===== src/rtl/evt_timer_pkg.sv =====
package evt_timer_pkg;
  localparam int AW = 3;

  localparam logic [AW-1:0] A_PERIOD = 3'd0;
  localparam logic [AW-1:0] A_CTRL   = 3'd1;
  localparam logic [AW-1:0] A_COUNT  = 3'd2;
  localparam logic [AW-1:0] A_MASK   = 3'd3;
  localparam logic [AW-1:0] A_RAW    = 3'd4;
  localparam logic [AW-1:0] A_MASKED = 3'd5;
  localparam logic [AW-1:0] A_ACK    = 3'd6;
  localparam logic [AW-1:0] A_TIME   = 3'd7;

  typedef enum logic [1:0] {
    OP_HOLD = 2'd0,
    OP_LOAD = 2'd1,
    OP_RUN  = 2'd2,
    OP_ALT  = 2'd3
  } op_e;
endpackage


===== src/rtl/evt_prescale.sv =====
module evt_prescale #(
  parameter int SLOW_DIV = 4
) (
  input  logic clk,
  input  logic rst_n,
  input  logic clr,
  input  logic slow,
  output logic tick
);
  generate
    if (SLOW_DIV <= 1) begin : g_flat
      assign tick = 1'b1;
    end else begin : g_div
      localparam int PW = $clog2(SLOW_DIV);
      localparam logic [PW-1:0] LAST = PW'(SLOW_DIV - 1);
      logic [PW-1:0] pre_q;

      always_ff @(posedge clk or negedge rst_n) begin
        if (!rst_n)             pre_q <= '0;
        else if (clr)           pre_q <= '0;
        else if (pre_q == LAST) pre_q <= '0;
        else                    pre_q <= pre_q + 1'b1;
      end

      assign tick = !slow || (pre_q == LAST);


      slow_gap_chk: assert property (@(posedge clk) disable iff (!rst_n)
        (slow && tick) |=> !(slow && tick));
    end
  endgenerate
endmodule


===== src/rtl/evt_downcount.sv =====
module evt_downcount
  import evt_timer_pkg::*;
#(
  parameter int DW = 32
) (
  input  logic          clk,
  input  logic          rst_n,
  input  logic [1:0]    op,
  input  logic          tick,
  input  logic [DW-1:0] period,
  output logic [DW-1:0] cnt,
  output logic          expire
);
  logic running;
  logic loading;

  assign running = (op == OP_RUN);
  assign loading = (op == OP_LOAD);
  assign expire  = running && tick && (cnt == DW'(1));

  always_ff @(posedge clk or negedge rst_n) begin
    if (!rst_n)                          cnt <= '0;
    else if (loading)                    cnt <= period;
    else if (running && tick && cnt != '0) cnt <= cnt - 1'b1;
  end


  hold_frozen_chk: assert property (@(posedge clk) disable iff (!rst_n)
    (!running && !loading) |=> $stable(cnt));


  run_no_rise_chk: assert property (@(posedge clk) disable iff (!rst_n)
    running |=> (cnt <= $past(cnt)));


  expire_zero_chk: assert property (@(posedge clk) disable iff (!rst_n)
    expire |=> (cnt == '0));
endmodule


===== src/rtl/evt_pending.sv =====
module evt_pending (
  input  logic clk,
  input  logic rst_n,
  input  logic expire,
  input  logic ack,
  output logic pending
);
  always_ff @(posedge clk or negedge rst_n) begin
    if (!rst_n)      pending <= 1'b0;
    else if (expire) pending <= 1'b1;
    else if (ack)    pending <= 1'b0;
  end


  expiry_wins_chk: assert property (@(posedge clk) disable iff (!rst_n)
    expire |=> pending);


  ack_clears_chk: assert property (@(posedge clk) disable iff (!rst_n)
    (ack && !expire) |=> !pending);
endmodule


===== src/rtl/evt_timebase.sv =====
module evt_timebase #(
  parameter int DW = 32
) (
  input  logic          clk,
  input  logic          rst_n,
  output logic [DW-1:0] now
);
  always_ff @(posedge clk or negedge rst_n) begin
    if (!rst_n) now <= '0;
    else        now <= now + 1'b1;
  end


  time_step_chk: assert property (@(posedge clk) disable iff (!rst_n)
    1'b1 |=> (now == $past(now) + 1'b1));
endmodule


===== src/rtl/evt_timer.sv =====
module evt_timer
  import evt_timer_pkg::*;
#(
  parameter int DW       = 32,
  parameter int SLOW_DIV = 4
) (
  input  logic          clk,
  input  logic          rst_n,
  input  logic          wr_en,
  input  logic [2:0]    wr_addr,
  input  logic [DW-1:0] wr_data,
  input  logic [2:0]    rd_addr,
  output logic [DW-1:0] rd_data,
  output logic          irq
);
  localparam logic [DW-1:0] FLOOR = DW'(2);

  logic [DW-1:0] period_q;
  logic [1:0]    op_q;
  logic          slow_q;
  logic          mask_q;
  logic          ctrl_wr;
  logic          ack_wr;
  logic          tick;
  logic          expire;
  logic          pending;
  logic [DW-1:0] cnt;
  logic [DW-1:0] now;

  assign ctrl_wr = wr_en && (wr_addr == A_CTRL);
  assign ack_wr  = wr_en && (wr_addr == A_ACK) && wr_data[0];

  always_ff @(posedge clk or negedge rst_n) begin
    if (!rst_n) begin
      period_q <= FLOOR;
      op_q     <= OP_HOLD;
      slow_q   <= 1'b0;
      mask_q   <= 1'b0;
    end else if (wr_en) begin
      case (wr_addr)
        A_PERIOD: period_q <= (wr_data < FLOOR) ? FLOOR : wr_data;
        A_CTRL: begin
          op_q   <= wr_data[1:0];
          slow_q <= wr_data[2];
        end
        A_MASK:   mask_q <= wr_data[0];
        default: ;
      endcase
    end
  end

  evt_prescale #(.SLOW_DIV(SLOW_DIV)) u_pre (
    .clk(clk), .rst_n(rst_n), .clr(ctrl_wr), .slow(slow_q), .tick(tick)
  );

  evt_downcount #(.DW(DW)) u_cnt (
    .clk(clk), .rst_n(rst_n), .op(op_q), .tick(tick), .period(period_q),
    .cnt(cnt), .expire(expire)
  );

  evt_pending u_pend (
    .clk(clk), .rst_n(rst_n), .expire(expire), .ack(ack_wr), .pending(pending)
  );

  evt_timebase #(.DW(DW)) u_time (
    .clk(clk), .rst_n(rst_n), .now(now)
  );

  assign irq = pending && mask_q;

  always_comb begin
    rd_data = '0;
    case (rd_addr)
      A_PERIOD: rd_data = period_q;
      A_CTRL:   rd_data = {{(DW-3){1'b0}}, slow_q, op_q};
      A_COUNT:  rd_data = cnt;
      A_MASK:   rd_data = {{(DW-1){1'b0}}, mask_q};
      A_RAW:    rd_data = {{(DW-1){1'b0}}, pending};
      A_MASKED: rd_data = {{(DW-1){1'b0}}, irq};
      default:  rd_data = (rd_addr == A_TIME) ? now : '0;
    endcase
  end


  period_floor_chk: assert property (@(posedge clk) disable iff (!rst_n)
    period_q >= FLOOR);


  masked_irq_chk: assert property (@(posedge clk) disable iff (!rst_n)
    (!mask_q) |-> !irq);
endmodule


===== config.mk =====
export PLATFORM = sky130hd
export DESIGN_NAME = evt_timer
export DESIGN_NICKNAME = d
export VERILOG_FILES = /design/src/rtl/evt_timer_pkg.sv /design/src/rtl/evt_prescale.sv /design/src/rtl/evt_downcount.sv /design/src/rtl/evt_pending.sv /design/src/rtl/evt_timebase.sv /design/src/rtl/evt_timer.sv
export SDC_FILE = /design/constraint.sdc
export NUM_CORES = 1
export LEC_CHECK = 0
export ABC_AREA = 1
export BUFFER_PORTS_ARGS = -buffer_cell sky130_fd_sc_hd__buf_4
export CAP_MARGIN = 5
export CORE_MARGIN = 2
export CORE_UTILIZATION = 54
export CTS_CLUSTER_SIZE = 12
export DETAILED_ROUTE_END_ITERATION = 8
export GPL_ROUTABILITY_DRIVEN = 0
export GPL_TIMING_DRIVEN = 1
export PLACE_DENSITY_LB_ADDON = 0.15
export SYNTH_ARGS = -nofsm -noshare
export SYNTH_HDL_FRONTEND = slang
export SYNTH_HIERARCHICAL = 1
export SYNTH_SLANG_ARGS = --single-unit

===== constraint.sdc =====
create_clock -name clk -period 1.6 [get_ports clk]
set_input_delay 0.4 -clock clk [delete_from_list [all_inputs] [get_ports clk]]
set_output_delay 0.4 -clock clk [all_outputs]
set_load 0.005 [all_outputs]

Word level (Yosys, flattened, before mapping)
Cells that the tools add are included.
- $add $sub $neg: 3
- eq/ne operators: 13
- magnitude comparators: 1
- multiplexer cells: 9
- reduce and logical (&&, ||, !) cells: 17
- operator list (kind ; count):
    $pmux W32 S6 ; 1
    $mux W32 ; 4
    $add A32 B1 Y32 const B ; 1
    $eq A32 B1 Y1 const B ; 1
    $lt A32 B2 Y1 const B ; 1
    $reduce_bool A32 Y1 ; 1
    $sub A32 B1 Y32 const B ; 1
    $eq A3 B3 Y1 const B ; 4
    $eq A3 B2 Y1 const B ; 3
    $logic_and A1 B1 Y1 ; 7
    $eq A3 B1 Y1 const B ; 2
    $logic_not A3 Y1 ; 2
    $reduce_and A2 Y1 ; 3
    $eq A2 B2 Y1 const B ; 2
    $mux W2 ; 2
    $reduce_bool A2 Y1 ; 2
    $add A2 B1 Y2 const B ; 1
    $eq A2 B1 Y1 const B ; 1
    $mux W1 ; 2
    $logic_not A1 Y1 ; 1
    $logic_or A1 B1 Y1 ; 1
- flip-flop bits (word level): 103
- word-level logic and storage cells: 51
- output and inout port bits: 33

Depth between registers and ports, before layout
- depth after elaboration: 6
- depth in mapped cells: 11

Cells and area by module
Netlist, hierarchy kept.
- modules (own cells, without submodules) (module ; cells each ; instances ; area an instance (um^2)):
    evt_downcount ; 432 ; 1 ; 2643.8
    evt_timer ; 349 ; 1 ; 2222.1
    evt_timebase ; 221 ; 1 ; 1788.0
    evt_prescale ; 10 ; 1 ; 93.8
    evt_pending ; 5 ; 1 ; 40.0

Worst setup path after synthesis
No wires, ideal clock.
- path type: register to register
- start: register u_cnt.cnt[0]
- end: register u_cnt.cnt[19]
- period minus slack after synthesis: 1.708 ns
- arrival: 1.592 ns
- required time: 1.483 ns
- setup slack: -0.108 ns
- path buffers: 2
- cell stages (with the launch flop): 12
- cell sequence: dfrtp_1 inv_1 ha_1 nand2_4 nor2_8 nand2_4 nor2_4 o21ai_4 buf_6 buf_6 nand3_2 nand2_1
- cells in the longest elaborated chain, start to end: 3
- RTL lines (item ; RTL line ; text):
    start: declaration ; evt_downcount.sv:11 ; output logic [DW-1:0] cnt,
    start signal: assignment ; evt_downcount.sv:23 ; else if (loading) cnt <= period;
    start signal: assignment ; evt_downcount.sv:24 ; else if (running && tick && cnt != '0) cnt <= cnt - 1'b1;
    $sub A32 B1 Y32 or $reduce_bool A32 Y1 (tied branches) ; evt_downcount.sv:24 ;
    $mux W32 or $logic_and A1 B1 Y1 (tied branches) ; evt_downcount.sv:24 ;
    $mux W32 or $reduce_bool A2 Y1 (tied branches) ; -- ;
Several ways; a longest one is shown, not always the timed one. The select of a mux whose other input is x is not followed.
A chain may end at the register's enable or synchronous reset.

Final worst setup path
- start: register u_cnt.cnt[2]
- end: register u_cnt.cnt[6]
The elaborated chain is that of the path after synthesis.

==> out/results.ini <==
[critical_path]
critPathTopFamily = simple AND/OR/NAND/NOR gates
ff2ff_path_depth = 11
startpoint = u_cnt/cnt[2]
cp_max_fo = 6
cp_num_cells = 11
arrival_ns = 2.01
path_class = reg -> reg
path_cells = buf_6 > nor2_4 > nand2_4 > nor2_8 > nand2_4 > nor2_4 > o21ai_4 > buf_8 > clkbuf_16 > nand2_2 > o21ai_2
critPathLaunchType = flip-flop
reg2reg_to = u_cnt/cnt[6]
critPathMaxStageDelay_ns = 0.42
worstSetupEndpointType = flip-flop
ff2ff_setup_slack_ns = -0.15
path_buf_inv = 3
required_ns = 1.86
crit_path_end = u_cnt/cnt[6]
crit_slowest_cell = dfrtp_1
rr_startpoint = u_cnt/cnt[2]

[timing]
period_minus_slack_ns = 1.75
worstMarginPinSlew_ns = 0.346
period_share_pct = 110
clock_skew_ns = 0.00991
final_max_slew_viol_count = 0
finalSetupViolCount = 65
finalHoldViolCount = 0
fin_worst_hold_slack_ns = 0.0260
slew_headroom_pct = 76.9
maxClockFrequency_mhz = 571
worst_slack_ns = -0.152
grt_setup_unrepaired = true

[pwr]
switching_share_pct = 42.9
power.share.combinational_pct = 54.2
p_int_w = 0.00746
power.share.clock_pct = 17.5
p_per_area_mw_per_mm2 = 1400
power.switching_w = 0.00561
seqPwrFrac_pct = 28.3
leakage_nw = 4.94
irDropWorstVdd_mv = 0.733

[detailed_routing]
viasPerCell = 5.48
wirelength_um = 22700
first_iter_violations = 772
met3WireLength_um = 2100
ant_nets = 0
wl_met1_um = 9150
highest_layer = met4
route.met2.wl_um = 10700
avgRoutedWirePerCell_um = 16.7
dr.pass1.iters = 5
drcViolationCount = 0
vias = 7462

[yosys]
yosys_register_bits = 103
synth_cell_types = 34
netlist_instances = 1017
synth_area_mm2 = 0.00679
yosys-top-cells-count = 471 x nand2_1, 113 x nor2_1, 102 x dfrtp_1
async_flop_share_pct = 100
syn-mean-instance-area_um2 = 6.67
seq_area_frac_synth_pct = 38.0
ys.flop_type = dfrtp_1
yosys-top-cells-area = dfrtp_1 38%, nand2_1 26%, nor2_1 6.2%, nand3_1 6.1%, inv_1 4.1%
synth_area_leader_cell = dfrtp_1
yosys_warnings = 6
synth_edf_count = 0
synth_most_common_cell = nand2_1
syn_nets = 1062
synth_top_area_share_pct = 37.6

[die]
die-area_mm2 = 0.0135
pin_count = 74
core_mm2 = 0.0122
die_h_um = 116
die_w_um = 116
row_count = 40
initial_core_util_pct = 55.8

[run_status]
status = finished with violations
violations = setup timing

[clocking]
insertion_delay_ns = 0.37
cts_buffer_depth = 2
clk_pin_slew_ns = 0.07
cts_buffers = 9
cts_root_buf = clkbuf_16
htreeDepth = 3
cts.sinks = 103
cts_tree = yes

[finish]
final_layout_size_suffix_gt1_share_pct = 32.6
syn_to_final_growth_pct = 37.0
diodes = 0
nNetsFinal = 1233

[global_routing]
grt_antenna_before_repair = 0
grt_max_degree = 39
grt_pass1_vias = 6995
grt_pass1_wl_um = 34800
grt_overflow = 0
grtUsageTotal_pct = 33.6

[placed_design]
numPortBuffers = 73
dp_hpwl_um = 15300
post-place-ws_ns = -0.148

[flow_run]
cap_violations = 0

[hold_path]
min_path_type = in -> async

==> final cells by class <==
class	count	area, µm²
well taps	168	210
clock inverters	6	58.8
inverters	81	317
flip-flops and latches	103	2580
clock buffers	10	239
repair buffers	187	1710
multi-input cells	806	4190
fillers	881	2860
==> power by group through the flow <==
stage	combinational (W)	sequential, W	clock [W]
3_3_place_gp	0.00523	0.00363	0
4_1_cts	0.00607	0.00363	0.00230
2_1_floorplan	0.00281	0.00366	0
3_5_place_dp	0.00531	0.00363	0
5_1_grt	0.00760	0.00375	0.00241
6_report	0.00708	0.00370	0.00228
==> kinds of logic after synthesis <==
group / count (synthesis) / share of synthesized area [%]
buffers and inverters: 108 / 7.13
adders and majority gates: 4 / 0.737
DFF: 103 / 38.0
AOI/OAI and AO/OA: 45 / 3.94
and+or+nand+nor: 742 / 48.0
xor gates and xnor gates: 15 / 2.16
==> worst min path at each step <==
stage          start      endpoint  slack, ns  depth (start not counted)
3_3_place_gp   rst_n  u_cnt/cnt[5]       0.42                          2
5_1_grt        rst_n   period_q[4]       0.03                          2
6_report       rst_n  u_cnt/cnt[6]       0.03                          2
4_1_cts        rst_n  u_cnt/cnt[5]       0.03                          2
2_1_floorplan  rst_n        mask_q       0.10                          0
3_5_place_dp   rst_n  u_cnt/cnt[4]       0.42                          2
==> state kept, by name, indices dropped and copies added, names as in the netlist <==
name	flops
period_q	32
u_cnt/cnt	32
u_time/now	32
op_q	2
u_pre/g_div.pre_q	2
mask_q	1
slow_q	1
u_pend/pending	1
==> layer usage <==
metal / track usage, % / up-vias
met1: 44.7 / 3487
met3: 9.86 / 78
li1: - / 3498
met4: 11.4 / 0
met2: 53.1 / 399
met5: 0 / -
==> repair_timing <==
| item | 4_1_cts | 5_1_grt |
|---|---|---|
| resized for setup | 89 | 91 |
| setup buffers | 18 | 7 |
| hold buffers | 0 | 0 |
| cloned | 5 | 1 |
| endpoints found under the setup margin | 65 | 65 |
| pin swaps | 32 | 25 |
==> worst register-to-register path: stages, from the launching register on <==
cell       delay (ns)
dfrtp_1          0.42
buf_6            0.16
nor2_4           0.13
nand2_4          0.09
nor2_8           0.12
nand2_4          0.07
nor2_4           0.13
o21ai_4          0.08
buf_8            0.16
clkbuf_16        0.17
nand2_2          0.06
o21ai_2          0.05
==> layout by cell type, fill, tap and decap left out, types with 2 or more instances in the layout <==
cell,instances
buf_12,10
xnor2_1,5
inv_1,67
o21ai_0,20
inv_4,2
buf_16,3
nand3_1,59
nor2_4,18
nand4_1,7
dfrtp_2,2
dfrtp_1,100
buf_8,4
nor2_1,94
ha_1,3
o21ai_2,10
inv_2,11
o21bai_1,3
nand2_2,44
o21ai_1,5
nand2_4,21
nand3_2,31
xor2_2,2
nor2_2,25
inv_6,2
nand3b_1,8
inv_8,4
clkbuf_16,10
xor2_1,8
o2111ai_2,2
buf_6,19
buf_4,150
a21oi_1,3
or2_2,9
nor2_8,4
nand2_1,420
==> metrics by stage <==
stage | power [W] | std cells | TNS, ns | util, % | instance area (µm²)
2_1_floorplan | 0.00646 | 1017 | 0 | - | 6800
3_3_place_gp | 0.00886 | 1316 | -4.77 | 67.0 | 8140
3_5_place_dp | 0.00894 | 1316 | -5.59 | 67.0 | 8140
4_1_cts | 0.0120 | 1353 | -3.44 | 73.5 | 8940
5_1_grt | 0.0138 | 1361 | -10.15 | 76.5 | 9300
6_report | 0.0131 | 1361 | -5.79 | 76.5 | 9300
No activity file was read; power rests on OpenSTA's default activity.
